[src/rtl/dt_pkg.sv]
package dt_pkg;

    // Width of one delay field and of the whole setting register
    localparam int DT_NIB_W = 4;
    localparam int DT_REG_W = 2 * DT_NIB_W;

    typedef logic [DT_NIB_W-1:0] nib_t;

    localparam nib_t NIB_ZERO = '0;
    localparam nib_t NIB_ONE  = nib_t'(1);

    // Upper field delays the true output, lower field the complementary output
    typedef struct packed {
        nib_t rise_true;
        nib_t rise_comp;
    } dt_fields_t;

    // Per-channel state: last sampled raw level, remaining count, outputs
    typedef struct packed {
        logic level;
        nib_t cnt;
        logic out_t;
        logic out_c;
    } ch_state_t;

    localparam ch_state_t CH_RESET = '{
        level: 1'b0,
        cnt:   NIB_ZERO,
        out_t: 1'b0,
        out_c: 1'b1
    };

    // Delay that applies to the output rising because of a raw edge
    function automatic nib_t edge_delay(input dt_fields_t f, input logic new_level);
        return new_level ? f.rise_true : f.rise_comp;
    endfunction

endpackage

[src/rtl/dt_cfg_reg.sv]
module dt_cfg_reg
    import dt_pkg::*;
(
    input  logic                clk,
    input  logic                rst,
    input  logic                we,
    input  logic [DT_REG_W-1:0] wdata,
    output dt_fields_t          fields
);

    dt_fields_t fields_q;

    always_ff @(posedge clk) begin
        if (rst) begin
            fields_q <= '0;
        end else if (we) begin
            fields_q <= dt_fields_t'(wdata);
        end
    end

    assign fields = fields_q;

endmodule

[src/rtl/dt_channel.sv]
module dt_channel
    import dt_pkg::*;
(
    input  logic       clk,
    input  logic       rst,
    input  logic       raw,
    input  dt_fields_t dt,
    output logic       out_t,
    output logic       out_c
);

    ch_state_t st_q;
    ch_state_t st_d;
    logic      edge_seen;
    nib_t      load_val;

    always_comb begin
        st_d      = st_q;
        edge_seen = (raw != st_q.level);
        load_val  = edge_delay(dt, raw);

        if (edge_seen) begin
            // New edge: the falling output drops now, the other waits
            st_d.level = raw;
            st_d.cnt   = load_val;
            if (raw) begin
                st_d.out_c = 1'b0;
                st_d.out_t = (load_val == NIB_ZERO);
            end else begin
                st_d.out_t = 1'b0;
                st_d.out_c = (load_val == NIB_ZERO);
            end
        end else if (st_q.cnt != NIB_ZERO) begin
            st_d.cnt = st_q.cnt - NIB_ONE;
            if (st_q.cnt == NIB_ONE) begin
                if (st_q.level) begin
                    st_d.out_t = 1'b1;
                end else begin
                    st_d.out_c = 1'b1;
                end
            end
        end
    end

    always_ff @(posedge clk) begin
        if (rst) begin
            st_q <= CH_RESET;
        end else begin
            st_q <= st_d;
        end
    end

    assign out_t = st_q.out_t;
    assign out_c = st_q.out_c;

endmodule

[src/rtl/dt_inserter.sv]
module dt_inserter
    import dt_pkg::*;
#(
    parameter int CHANNELS = 3
) (
    input  logic                clk,
    input  logic                rst,
    input  logic                cfg_we,
    input  logic [DT_REG_W-1:0] cfg_wdata,
    output logic [DT_REG_W-1:0] cfg_rdata,
    input  logic [CHANNELS-1:0] pwm_raw,
    output logic [CHANNELS-1:0] out_true,
    output logic [CHANNELS-1:0] out_comp
);

    dt_fields_t shared_dt;

    dt_cfg_reg u_cfg (
        .clk    (clk),
        .rst    (rst),
        .we     (cfg_we),
        .wdata  (cfg_wdata),
        .fields (shared_dt)
    );

    assign cfg_rdata = shared_dt;

    for (genvar ch = 0; ch < CHANNELS; ch++) begin : g_chan
        dt_channel u_chan (
            .clk   (clk),
            .rst   (rst),
            .raw   (pwm_raw[ch]),
            .dt    (shared_dt),
            .out_t (out_true[ch]),
            .out_c (out_comp[ch])
        );
    end

endmodule

[config.mk]
export PLATFORM = sky130hd
export DESIGN_NAME = dt_inserter
export DESIGN_NICKNAME = d
export VERILOG_FILES = /design/src/rtl/dt_pkg.sv /design/src/rtl/dt_cfg_reg.sv /design/src/rtl/dt_channel.sv /design/src/rtl/dt_inserter.sv
export SDC_FILE = /design/constraint.sdc
export NUM_CORES = 1
export LEC_CHECK = 0
export ABC_AREA = 1
export CAP_MARGIN = 20
export CORE_UTILIZATION = 48
export CTS_CLUSTER_SIZE = 14
export DETAILED_ROUTE_END_ITERATION = 8
export PLACE_DENSITY = 0.75
export SETUP_SLACK_MARGIN = 0.05
export SYNTH_ARGS = -nofsm -noshare
export SYNTH_HDL_FRONTEND = slang
export SYNTH_SLANG_ARGS = --single-unit
[constraint.sdc]
create_clock -name clk -period 1.6 [get_ports clk]
set_clock_uncertainty 0.05 [all_clocks]
set_input_delay 0.32 -clock clk [delete_from_list [all_inputs] [get_ports clk]]
set_output_delay 0.32 -clock clk [all_outputs]
set_load 0.03 [all_outputs]
==> results.md, run 1 <==
- Measured against its own limit, the worst slew margin works out to 78.9%.
- The multi-input combinational cells in the finished layout cover a total of 1040 um2.
- Before antenna repair, the detailed router went through 4 iterations.
- The routed design uses 2.01 mm of met2 wire.
- The count of warnings emitted by yosys is 0.
- In the final routing, the length of wire on met1 measures 1.85 mm.
- Setup repair after global routing could not meet its margin everywhere.
- The share of synthesized area occupied by flip-flops and latches is 33.4%.
- The H-tree level count is 2.
- In this run the cell area of the synthesized design comes to 1740 um2.
- Counting the fill cells in the layout gives 302.
- The worst path uses 93.0% of the clock period.
- Clock-pin slew was measured on the worst setup and hold paths at 0.09 ns.
- The root buffer cell is sky130_fd_sc_hd__clkbuf_4.
- Setup violations remaining at the end of the flow were counted as 0.
- The total wire length is 4.10 mm.
- The worst setup path is launched from a register.
- The synthesized netlist devotes 18.5% of its cell area to compound gates.
- The xor and xnor area share after synthesis is 2.02%.
- When the netlist entered floorplanning its net count stood at 276.
- For this design, the CTS-stage hold fixing added 0 buffers.
- Of the total synthesized cell area, the portion taken by AND, OR, NAND and NOR gates is 25.4%.
- The proportion of total power due to net switching is 40.3%.
- Summed over all cells, the static leakage comes to 1.10 nW.
- The sequential group share of total power is 36.4%.
- The critical path in this run is classified as reg2out.
- The layout overhead on the synthesized area is 33.3%.
- The count of routing violations after the opening detailed-route iteration is 94.
- The routed design uses 167 um of met3 wire.
- The number of placed instances, taps included, is 337.
- The die width is 62.2 um.
- The cell area after placement is 2210 um2.
- The critical path goes through dlygate4sd2_1.
- The HPWL after detailed placement is 2.94 mm.
- The multiplexer share of the synthesized area is 0%.
- Grouping stages by cell kind, the critical path spends the most delay in buffers and inverters.
- Counting the buffers created by CTS gives 5.
- The global-route total usage across every layer is 22.6%.
- The synthesized area per cell is 7.04 um2.
- The power density over the cells is 1110 nW/um2.
- The die is 62.2 um tall.
- The total overflow left after global routing is 0.
- The standard cell core area is 3390 um2.
- STA classifies the critical path endpoint as an output pin.
- The CTS tree is yes.
- The clock latency on the worst-skew pair is 0.35 ns.
- The footprint of the flip-flops and latches is 581 um2.
- The run finished with clean final reports.
- The final cell count without fillers is 348.
- For this run, the top clock speed supported by timing is 672 MHz.
- For the worst flop-to-flop path, the logic depth is 7.
- The detail route stage leaves a number of antenna-violating nets equal to 0.
- The instance count on the critical path is 1.
- The number of global-route vias before repair is 1635.
- The effective utilization at floorplan is 51.3%.
- The internal portion of total power is 1.54 mW.
- The number of rows created at floorplan is 21.
- The detailed router used layers up to and including met4.
- The fraction of the mapped netlist area in adder cells is 10.8%.
- Counting every sink on the clock net gives 29.
- The final instance area is 2320 um2.
- The number of nets in the finished design is 330.
- The number of antenna diodes in the final layout is 0.
- The combinational power share is 46.5%.
- The die covers 3870 um2.
- Summed over all nets, the switching power comes to 1.04 mW.
- The master of the slowest instance on the critical path is sky130_fd_sc_hd__dlygate4sd2_1.
- The number of buffers and inverters on the critical path is 1.
- By area, the combinational part of the netlist is dominated by simple AND/OR/NAND/NOR gates.
- The maximum number of buffers from clock root to sink is 2.
- The tightest hold path in the finished design has a slack of 0.416 ns.
- The global-route wire length before repair is 6.86 mm.
- The total number of vias is 1730.
- The synthesized design contains 29 register bits.
- The number of hold-slack violations in the final timing report came to 0.
- For this run, the share of the core covered by cells in the final layout is 68.3%.
- The required time of the worst setup path is 1.23 ns.
- The number of port buffers is 27.
- The average detailed-routed wire length per instance is 11.8 um.
- In this design, the stage delay of the slowest critical-path cell is 0.41 ns.
- The final critical-path required period is 1.49 ns.
- The count of unresolved DRC violations after routing is 0.
- Along the worst path, the maximum fanout reaches 3.
- The clock network accounts for 17.1% of the total power.
- The vias per cell is 4.97.
- For this design the top-level I/O count stands at 28.
- Across the run, the number of max-cap violations was 0.
- The data arrival at the endpoint of the critical path is 1.12 ns.
- The count of final max-slew check failures is 0.
- The worst hold-check path type is reg2reg.
- The routability congestion estimate is 0.901.
- Yosys mapped the design onto 30 distinct sky130hd cell types.
- The peak ir drop on the vdd network is 0.580 mV.
- The number of antenna violations at the first check in global routing came to 0.
- Counting instances, the worst hold path has a depth of 2.
- The transition time of the tightest slew-check pin is 0.316 ns.
- The pin count of the biggest net entering global routing is 14.
- The ratio of cells with drive above 1 in the final layout is 18.2%.
- The synthesized instance count is 247.
## timing repair
action                                 in CTS  in global routing
setup buffers                               2                  1
pin swaps                                   0                  3
setup endpoints to repair                  15                  8
resized for setup                          15                  6
endpoints found under the hold margin       0                  0
## sequential cells by signal, summed over array words and instances, names as in the netlist
signal and flops:
g_chan.u_chan.out_c 3, g_chan.u_chan.out_t 3, u_cfg.fields 8, g_chan.u_chan.st_q 15
## tightest hold or removal path, cell delays in order, from the launching register on
cell and delay, ns:
sky130_fd_sc_hd__dfxtp_1 0.32, sky130_fd_sc_hd__nand2_1 0.06, sky130_fd_sc_hd__a21oi_1 0.05
## power by group through the flow
| stage | sequential (mW) | clock, mW | combinational [mW] |
|---|---|---|---|
| after global routing | 0.958 | 0.479 | 1.34 |
| after detailed placement | 0.954 | 0 | 1.16 |
| after floorplan | 0.967 | 0 | 0.810 |
| after global placement | 0.953 | 0 | 1.13 |
| after CTS | 0.938 | 0.454 | 1.15 |
| final | 0.939 | 0.441 | 1.20 |
## per-stage QoR
stage	setup TNS [ns]	power, mW	worst slack [ns]
final	0	2.58	0.111
after CTS	0	2.54	0.0503
after global routing	0	2.78	0.00516
after floorplan	0	1.78	0.0537
after detailed placement	-4.90	2.11	-0.319
after global placement	-4.60	2.08	-0.282
## per-layer routing
layer	vias to the layer above	global-route usage (%)
met3	7	6.25
met2	41	39.7
met4	0	9.59
met5	-	0
met1	771	25.4
li1	911	-
## kinds of logic after synthesis
kind of cell	count (synthesis)
buf+inv	39
fa+ha+maj	15
simple gates	101
flops	29
compound gates	59
xor+xnor	4
## synth_stat cells, drive strengths merged
cell type / count / share of area (%)
nand2: 54 / 12
nor2: 32 / 7.5
dfxtp: 29 / 33
o21ai: 29 / 8.4
inv: 28 / 6.0
a21oi: 21 / 6.5
ha: 15 / 11
buf: 8 / 3.2
nand3: 6 / 3.0
nor3: 5 / 1.4
a211oi: 3 / 1.3
a31oi: 3 / 1.1
clkbuf: 3 / 0.65
o211ai: 2 / 0.86
or2: 2 / 0.72
xnor2: 2 / 1.0
xor2: 2 / 1.0
nand3b: 1 / 0.43
nand4: 1 / 0.36
o21a: 1 / 0.43
## final cells by class
type,instances,area share [%]
clock buffers,8,2.11
inverters,28,4.54
multi-input cells,179,44.7
flip-flops and latches,29,25.1
well taps,46,2.49
repair buffers,58,21.1
## worst paths after layout
kind	from	to	slack, ns
hold reg to reg	g_chan[1].u_chan.out_t	g_chan[1].u_chan.out_t	0.42
hold / removal	g_chan[1].u_chan.out_t	g_chan[1].u_chan.out_t	0.42
setup / recovery	u_cfg.fields[0]	cfg_rdata[0]	0.11
setup reg to reg	g_chan[0].u_chan.st_q[6]	g_chan[0].u_chan.out_t	0.19
## placed cells by master (no fill, tap or decap), types with 3 or more instances in the layout
cell	n
sky130_fd_sc_hd__o21ai_0	24
sky130_fd_sc_hd__clkdlybuf4s50_1	12
sky130_fd_sc_hd__nor2_1	30
sky130_fd_sc_hd__ha_4	3
sky130_fd_sc_hd__o21ai_1	5
sky130_fd_sc_hd__dfxtp_1	29
sky130_fd_sc_hd__a31oi_1	3
sky130_fd_sc_hd__clkbuf_4	5
sky130_fd_sc_hd__nor3_1	4
sky130_fd_sc_hd__ha_1	12
sky130_fd_sc_hd__a211oi_1	3
sky130_fd_sc_hd__buf_4	31
sky130_fd_sc_hd__inv_1	23
sky130_fd_sc_hd__clkbuf_1	3
sky130_fd_sc_hd__inv_2	5
sky130_fd_sc_hd__a21oi_1	19
sky130_fd_sc_hd__nand3_1	3
sky130_fd_sc_hd__nand2_1	52
sky130_fd_sc_hd__dlygate4sd2_1	14
Power figures use the tool's default switching activity.
==> run 2, diff against run 1 <==
Settings changed: PLACE_DENSITY 0.75 to 0.74, SYNTH_HIERARCHICAL set to 1.
==> results.md, run 2 <==
- Outcome: complete, no violations (unchanged).
- The multi-input gate area in the final layout was 1120 um2 (was 1040 um2).
- The data arrival at the endpoint of the critical path came to 1.68 ns (was 1.12 ns).
- The final cell count without fillers is 396 (was 348).
- The nature of the critical path startpoint is an input port (was register).
- Top cells by area in the synthesized netlist: sky130_fd_sc_hd__dfxtp_1 (32%), sky130_fd_sc_hd__nand2_1 (18%), sky130_fd_sc_hd__ha_1 (10%) (was sky130_fd_sc_hd__dfxtp_1 (33%), sky130_fd_sc_hd__nand2_1 (11%), sky130_fd_sc_hd__ha_1 (11%)).
- The type of element capturing the critical path is a register (was output pin).
- The fraction of the mapped netlist area in adder cells is 10.2% (was 10.8%).
- The synthesized instance count is 282 (was 247).
- The cell type with the highest aggregate area in the netlist is sky130_fd_sc_hd__dfxtp_1 (unchanged).
- The count of final max-slew check failures is 0 (unchanged).
- The cell count after placement is 383 (was 337).
- Crit-path cells: clkdlybuf4s50_1 > inv_2 > ha_4 > inv_2 > nand2_1 > nand2_1 > nor2_2 > nand2_1 > nand2_1 (was dlygate4sd2_1).
- The number of cells traversed by the worst register-to-register path is 6 (was 7).
- The global-route wire length before repair was 6.82 mm (was 6.86 mm).
- The remaining number of nets flagged by the antenna check after routing is 0 (unchanged).
- The number of clock sinks is 29 (unchanged).
- The final critical-path required period is 1.50 ns (was 1.49 ns).
- The hold buffer count at CTS came to 0 (unchanged).
- The most repeated library cell on the critical path is sky130_fd_sc_hd__nand2_1.
- The number of hold-slack violations in the final timing report is 0 (unchanged).
- The top register by number of flip-flops is g_chan.u_chan/st_q (was g_chan.u_chan.st_q).
- Unrepaired setup endpoints after global routing: no (was yes).
- The leakage power total is 1.30 nW (was 1.10 nW).
- The flip-flop count of the largest register after layout is 15 (unchanged).
- The root buffer cell was sky130_fd_sc_hd__clkbuf_8 (was sky130_fd_sc_hd__clkbuf_4).
- The type of the setup path with the least slack is in2reg (was reg2out).
- The area share of the largest cell type after synthesis is 31.7% (was 33.4%).
- The number of buffers and inverters on the critical path came to 3 (was 1).
- The count of unresolved DRC violations after routing is 0 (unchanged).
- The synthesized cell area is 1830 um2 (was 1740 um2).
- The number of enable-type register cells in the synthesized netlist was 0 (unchanged).
- The transition time of the tightest slew-check pin is 0.288 ns (was 0.316 ns).
- The number of top-level pins is 28 (unchanged).
- The number of iterations in the first detailed-routing pass came to 4 (unchanged).
- The vertical extent of the die is 63.8 um (was 62.2 um).
- The clock latency on the worst-skew pair is 0.27 ns (was 0.35 ns).
- The worst stage delay on the critical path is 0.50 ns (was 0.41 ns).
- The start of the worst register-to-register path is g_chan[1].u_chan/st_q[2] (was g_chan[0].u_chan.st_q[6]).
- The count of routing violations after the opening detailed-route iteration came to 114 (was 94).
- The relative slew slack is 80.6% (was 78.9%).
- The footprint of the flip-flops and latches is 581 um2 (unchanged).
- The most frequent cell after synthesis was sky130_fd_sc_hd__nand2_1 (unchanged).
- The ratio of cells with drive above 1 in the final layout is 21.0% (was 18.2%).
- The synthesis-stage register bit count is 29 (unchanged).
- The diode insertion count for antenna repair is 0 (unchanged).
- The average detailed-routed wire length per instance was 10.3 um (was 11.8 um).
- The global-route total usage across every layer is 21.5% (was 22.6%).
- The die width was 63.8 um (was 62.2 um).
- The number of nets in the finished design came to 376 (was 330).
- The most common cell after layout, fill and taps aside is sky130_fd_sc_hd__nand2_1 (unchanged).
- The number of antenna violations at the first check in global routing is 0 (unchanged).
- The total number of vias is 1864 (was 1730).
- The utilization after layout is 68.3% (about the same).
- The overall die area is 4070 um2 (was 3870 um2).
- The number of rows created at floorplan is 22 (was 21).
- The fraction of synthesis flops using an asynchronous set or reset pin is 0% (unchanged).
- The final-layout worst hold slack is 0.404 ns (was 0.416 ns).
- The portion of the clock cycle consumed by the worst path in the final layout is 94.1% (was 93.0%).
- The routability congestion estimate came to 0.811 (was 0.901).
- The vias per cell is 4.71 (was 4.97).
- The number of port buffers is 27 (unchanged).
- The layout overhead on the synthesized area was 36.5% (was 33.3%).
- The multiplexer share of the synthesized area is 0% (unchanged).
- The register-to-register path setup slack was 0.22 ns (was 0.19 ns).
- The final instance area is 2500 um2 (was 2320 um2).
- The dominant combinational cell family by area after synthesis is simple AND/OR/NAND/NOR gates (unchanged).
- The cell area after placement is 2350 um2 (was 2210 um2).
- The total power consumption of the routed design came to 2.40 mW (was 2.58 mW).
- The smallest setup slack after layout is 0.0951 ns (was 0.111 ns).
- The simple-gate portion of the synthesized area was 36.7% (was 25.4%).
- The number of stages on the worst hold path was 2 (unchanged).
- The peak ir drop on the vdd network was 0.594 mV (was 0.580 mV).
- The distinct cell type count of the synthesized netlist is 18 (was 30).
- The final setup violation count was 0 (unchanged).
- The total global routing overflow is 0 (unchanged).
- The number of filler instances in the final layout came to 328 (was 302).
- Commonest non-fill, non-tap cells in the layout: sky130_fd_sc_hd__nand2_1 (87), sky130_fd_sc_hd__nor2_1 (38), sky130_fd_sc_hd__inv_1 (36) (was sky130_fd_sc_hd__nand2_1 (52), sky130_fd_sc_hd__buf_4 (31), sky130_fd_sc_hd__nor2_1 (30)).
- The peak clock frequency supported by timing came to 664 MHz (was 672 MHz).
- The worst hold-check path type is reg2reg (unchanged).
- The instance count on the critical path is 9 (was 1).
- The register clock-pin slew on the reported worst setup and hold paths is 0.06 ns (was 0.09 ns).
- The critical hold path startpoint is g_chan[1].u_chan/out_c (was g_chan[1].u_chan.out_t).
- The launching instance or port of the critical path was pwm_raw[0] (was u_cfg.fields[0]).
- The max capacitance violation total is 0 (unchanged).
- The pre-CTS worst setup slack is -0.254 ns (was -0.319 ns).
- The required time of the worst setup path came to 1.77 ns (was 1.23 ns).
- The xor and xnor area share after synthesis is 1.43% (was 2.02%).
- The total negative slack is 0 ns (unchanged).
- The dominant register cell in the synthesized netlist is sky130_fd_sc_hd__dfxtp_1 (unchanged).
- The pin count of the biggest net entering global routing was 17 (was 14).
- The effective utilization at floorplan is 50.0% (was 51.3%).
- The HPWL after detailed placement is 2.90 mm (was 2.94 mm).
- The top fanout value on the critical path is 5 (was 3).
- The cell family contributing the most delay on the critical path is buffers and inverters (unchanged).
- The maximum number of buffers from clock root to sink is 2 (unchanged).
- The CTS tree was yes (unchanged).
- The number of global-route vias before repair was 1617 (was 1635).
- The standard cell core area is 3660 um2 (was 3390 um2).
- The H-tree level count is 2 (unchanged).
- The count of warnings emitted by yosys is 6 (was 0).
- The total wire length was 4.07 mm (was 4.10 mm).
- The net count after synthesis is 311 (was 276).
- The share of the synthesized area in compound gates (AO/OA/AOI/OAI) came to 10.0% (was 18.5%).
- The share of synthesized area occupied by flip-flops and latches was 31.7% (was 33.4%).
- The synthesized area per cell was 6.50 um2 (was 7.04 um2).
- The master of the slowest instance on the critical path was sky130_fd_sc_hd__clkdlybuf4s50_1 (was sky130_fd_sc_hd__dlygate4sd2_1).
- Post-synth top cells: sky130_fd_sc_hd__nand2_1 (87), sky130_fd_sc_hd__nor2_1 (39), sky130_fd_sc_hd__inv_1 (36) (was sky130_fd_sc_hd__nand2_1 (52), sky130_fd_sc_hd__nor2_1 (30), sky130_fd_sc_hd__dfxtp_1 (29)).
- The total CTS buffers is 5 (unchanged).
- The power density over the cells was 959 nW/um2 (was 1110 nW/um2).
==> run 2: cell types whose count changed after synthesis, sizes merged, moves of 3 or more <==
cell and change:
nand2 +46, nor2 +17, o21ai -17, inv +14, a21oi -9, buf -6
nor3 -5, clkbuf -3, nand3 -3, o21bai +3
==> run 2: power breakdown <==
| group | switching (mW) | internal (mW) |
|---|---|---|
| Sequential | 0.0663 | 0.824 |
| Combinational | 0.529 | 0.404 |
| Clock | 0.267 | 0.308 |
| Total | 0.862 | 1.54 |
==> run 2: layout make-up <==
type | count | share of cell area (%)
inverters | 42 | 6.40
well taps | 48 | 2.40
multi-input cells | 209 | 44.8
repair inverters | 1 | 0.300
clock buffers | 8 | 3.20
flip-flops and latches | 29 | 23.2
repair buffers | 59 | 19.7
==> run 2: cells by family (layout without fill, tap and decap cells) <==
| kind of cell | Yosys count | in the layout |
|---|---|---|
| AOI/OAI and AO/OA | 33 | 33 |
| xor gates and xnor gates | 3 | 3 |
| adders and majority gates | 15 | 15 |
| buffers and inverters | 44 | 110 |
| DFF | 29 | 29 |
| and+or+nand+nor | 158 | 158 |
==> run 2: layer usage <==
layer | global-route usage [%] | vias to the layer above | part of all wire [%]
li1 | - | 1000 | -
met1 | 26.8 | 810 | 48
met2 | 34.2 | 50 | 46
met3 | 6.96 | 4 | 4.5
met4 | 8.52 | 0 | 0.98
met5 | 0 | - | 0
==> run 2: path summary, 6_finish.rpt <==
kind	endpoint
max reg2reg	g_chan[1].u_chan/st_q[5]
max	g_chan[0].u_chan/out_c
min	g_chan[1].u_chan/out_c
min reg2reg	g_chan[1].u_chan/out_c
==> run 2: tightest hold or removal path, delay by kind of cell (launching register included) <==
kind,cells,cell delay [ns]
compound gates,1,0.06
simple gates,1,0.05
flops,1,0.32
==> run 2: repair_timing <==
item | 4_1_cts | 5_1_grt
endpoints found under the setup margin | 18 | 14
cloned | 1 | 0
buffers inserted | 4 | 0
gates resized for setup | 15 | 9
==> run 3, diff against run 2 <==
Settings changed: GPL_TIMING_DRIVEN set to 0.
==> results.md, run 3 (same netlist as run 2, synthesis figures left out) <==
- The number of top-level pins is 28 (unchanged).
- The H-tree level count came to 2 (unchanged).
- The utilization after layout is 62.0% (was 68.3%).
- The pin count of the biggest net entering global routing was 14 (was 17).
- Unrepaired setup endpoints after global routing: yes (was no).
- The effective utilization at floorplan is 50.0% (unchanged).
- The cell family contributing the most delay on the critical path was flip-flops (was buffers and inverters).
- The total power consumption of the routed design is 2.59 mW (was 2.40 mW).
- The vias per cell is 4.62 (was 4.71).
- The final instance area is 2270 um2 (was 2500 um2).
- The type of the setup path with the least slack is reg2out (was in2reg).
- The number of iterations in the first detailed-routing pass is 4 (unchanged).
- The count of final max-slew check failures is 0 (unchanged).
- The nature of the critical path startpoint is a register (was input port).
- The hold buffer count at CTS came to 0 (unchanged).
- The number of global-route vias before repair was 1506 (was 1617).
- The leakage power total is 1.17 nW (was 1.30 nW).
- The standard cell core area came to 3660 um2 (unchanged).
- The number of clock sinks is 29 (unchanged).
- The global-route total usage across every layer was 20.5% (was 21.5%).
- The critical hold path startpoint is cfg_we (was g_chan[1].u_chan/out_c).
- The most common cell after layout, fill and taps aside is sky130_fd_sc_hd__nand2_1 (unchanged).
- The flip-flop count of the largest register after layout is 15 (unchanged).
- The layout overhead on the synthesized area is 24.0% (was 36.5%).
- The ratio of cells with drive above 1 in the final layout is 14.9% (was 21.0%).
- The number of nets in the finished design came to 344 (was 376).
- The global-route wire length before repair is 6.47 mm (was 6.82 mm).
- The CTS tree was yes (unchanged).
- The root buffer cell is sky130_fd_sc_hd__clkbuf_8 (unchanged).
- The relative slew slack is 62.4% (was 80.6%).
- Commonest non-fill, non-tap cells in the layout: sky130_fd_sc_hd__nand2_1 (87), sky130_fd_sc_hd__nor2_1 (39), sky130_fd_sc_hd__inv_1 (36) (was sky130_fd_sc_hd__nand2_1 (87), sky130_fd_sc_hd__nor2_1 (38), sky130_fd_sc_hd__inv_1 (36)).
- The data arrival at the endpoint of the critical path is 1.12 ns (was 1.68 ns).
- Crit-path cells: clkdlybuf4s15_1 (was clkdlybuf4s50_1 > inv_2 > ha_4 > inv_2 > nand2_1 > nand2_1 > nor2_2 > nand2_1 > nand2_1).
- The cell count after placement is 356 (was 383).
- The top register by number of flip-flops is g_chan.u_chan/st_q (unchanged).
- The number of rows created at floorplan is 22 (unchanged).
- The top fanout value on the critical path is 5 (unchanged).
- The remaining number of nets flagged by the antenna check after routing is 0 (unchanged).
- The cell area after placement is 2150 um2 (was 2350 um2).
- The worst stage delay on the critical path was 0.43 ns (was 0.50 ns).
- The diode insertion count for antenna repair is 0 (unchanged).
- The routability congestion estimate is 0.797 (was 0.811).
- The overall die area is 4070 um2 (unchanged).
- The clock latency on the worst-skew pair is 0.28 ns (was 0.27 ns).
- The total global routing overflow is 0 (unchanged).
- The max capacitance violation total was 0 (unchanged).
- The required time of the worst setup path came to 1.23 ns (was 1.77 ns).
- The worst hold-check path type is in2reg (was reg2reg).
- The total CTS buffers is 5 (unchanged).
- The final setup violation count is 0 (unchanged).
- The master of the slowest instance on the critical path is sky130_fd_sc_hd__dfxtp_1 (was sky130_fd_sc_hd__clkdlybuf4s50_1).
- The vertical extent of the die is 63.8 um (unchanged).
- The total number of vias is 1681 (was 1864).
- The total wire length came to 3.58 mm (was 4.07 mm).
- The final cell count without fillers was 364 (was 396).
- The count of routing violations after the opening detailed-route iteration came to 50 (was 114).
- The type of element capturing the critical path is an output pin (was register).
- The number of antenna violations at the first check in global routing is 0 (unchanged).
- The count of unresolved DRC violations after routing is 0 (unchanged).
- The peak ir drop on the vdd network is 0.577 mV (was 0.594 mV).
- The power density over the cells was 1140 nW/um2 (was 959 nW/um2).
- The number of hold-slack violations in the final timing report is 0 (unchanged).
- The die width is 63.8 um (unchanged).
- The number of buffers and inverters on the critical path came to 1 (was 3).
- The start of the worst register-to-register path is g_chan[2].u_chan/st_q[6] (was g_chan[1].u_chan/st_q[2]).
- The HPWL after detailed placement was 2.68 mm (was 2.90 mm).
- The register clock-pin slew on the reported worst setup and hold paths is 0.07 ns (was 0.06 ns).
- The total negative slack is 0 ns (unchanged).
- The transition time of the tightest slew-check pin is 0.563 ns (was 0.288 ns).
- The final critical-path required period is 1.49 ns (was 1.50 ns).
- The portion of the clock cycle consumed by the worst path in the final layout is 93.2% (was 94.1%).
- The maximum number of buffers from clock root to sink was 2 (unchanged).
- The peak clock frequency supported by timing is 671 MHz (was 664 MHz).
- Outcome: complete, no violations (unchanged).
- The number of port buffers was 26 (was 27).
- The average detailed-routed wire length per instance was 9.82 um (was 10.3 um).
- The launching instance or port of the critical path is u_cfg/fields[0] (was pwm_raw[0]).
## run 3: cell types whose count changed in the layout (fill, tap and decap cells not counted), sizes merged, moves of 2 or more
cell and delta:
clkbuf +2, clkdlybuf4s50 -5, dlygate4sd2 -7, buf -30
bufinv +2, clkdlybuf4s15 +5
## run 3: cell type report
cell class / instances / area, um2
timing repair buffer: 26 / 230
clock buffer: 5 / 68.8
multi-input combinational: 209 / 1090
fill: 347 / 1390
sequential: 29 / 581
tap: 48 / 60.1
buffer: 2 / 22.5
inverter: 42 / 158
clock inverter: 3 / 65.1
## run 3: stage by stage
stage / setup WS (ns) / hold slack (ns)
4_1_cts: 0.0282 / 0.243
3_5_place_dp: -0.555 / 0.401
3_3_place_gp: -0.521 / 0.395
5_1_grt: 0.0358 / 0.252
6_report: 0.109 / 0.244
2_1_floorplan: 0.336 / 0.339
## run 3: worst paths after layout
kind,end,slack [ns],cells past startpoint
worst max-delay path,cfg_rdata[0],0.11,1
worst min-delay path,u_cfg/fields[1],0.24,4
worst max register to register,g_chan[2].u_chan/out_c,0.17,7
worst min register to register,g_chan[1].u_chan/out_c,0.41,2
## run 3: what timing repair did
item                                    CTS  global route
resized for setup                        21            16
endpoints found under the setup margin   35            21
setup buffers                             0             0
## run 3: metal layers
layer	routed length (um)	vias to the layer above	GRT usage, %
met3	174	7	5.89
li1	-	933	-
met4	62	0	9.66
met5	0	-	0
met1	1800	709	26.2
met2	1540	32	31.5
## run 3: power breakdown
part	leakage, nW	internal, mW	switching [mW]
sequential	0.240	0.824	0.0778
combinational	0.860	0.307	0.475
clock	0.0681	0.618	0.288
total	1.17	1.75	0.841
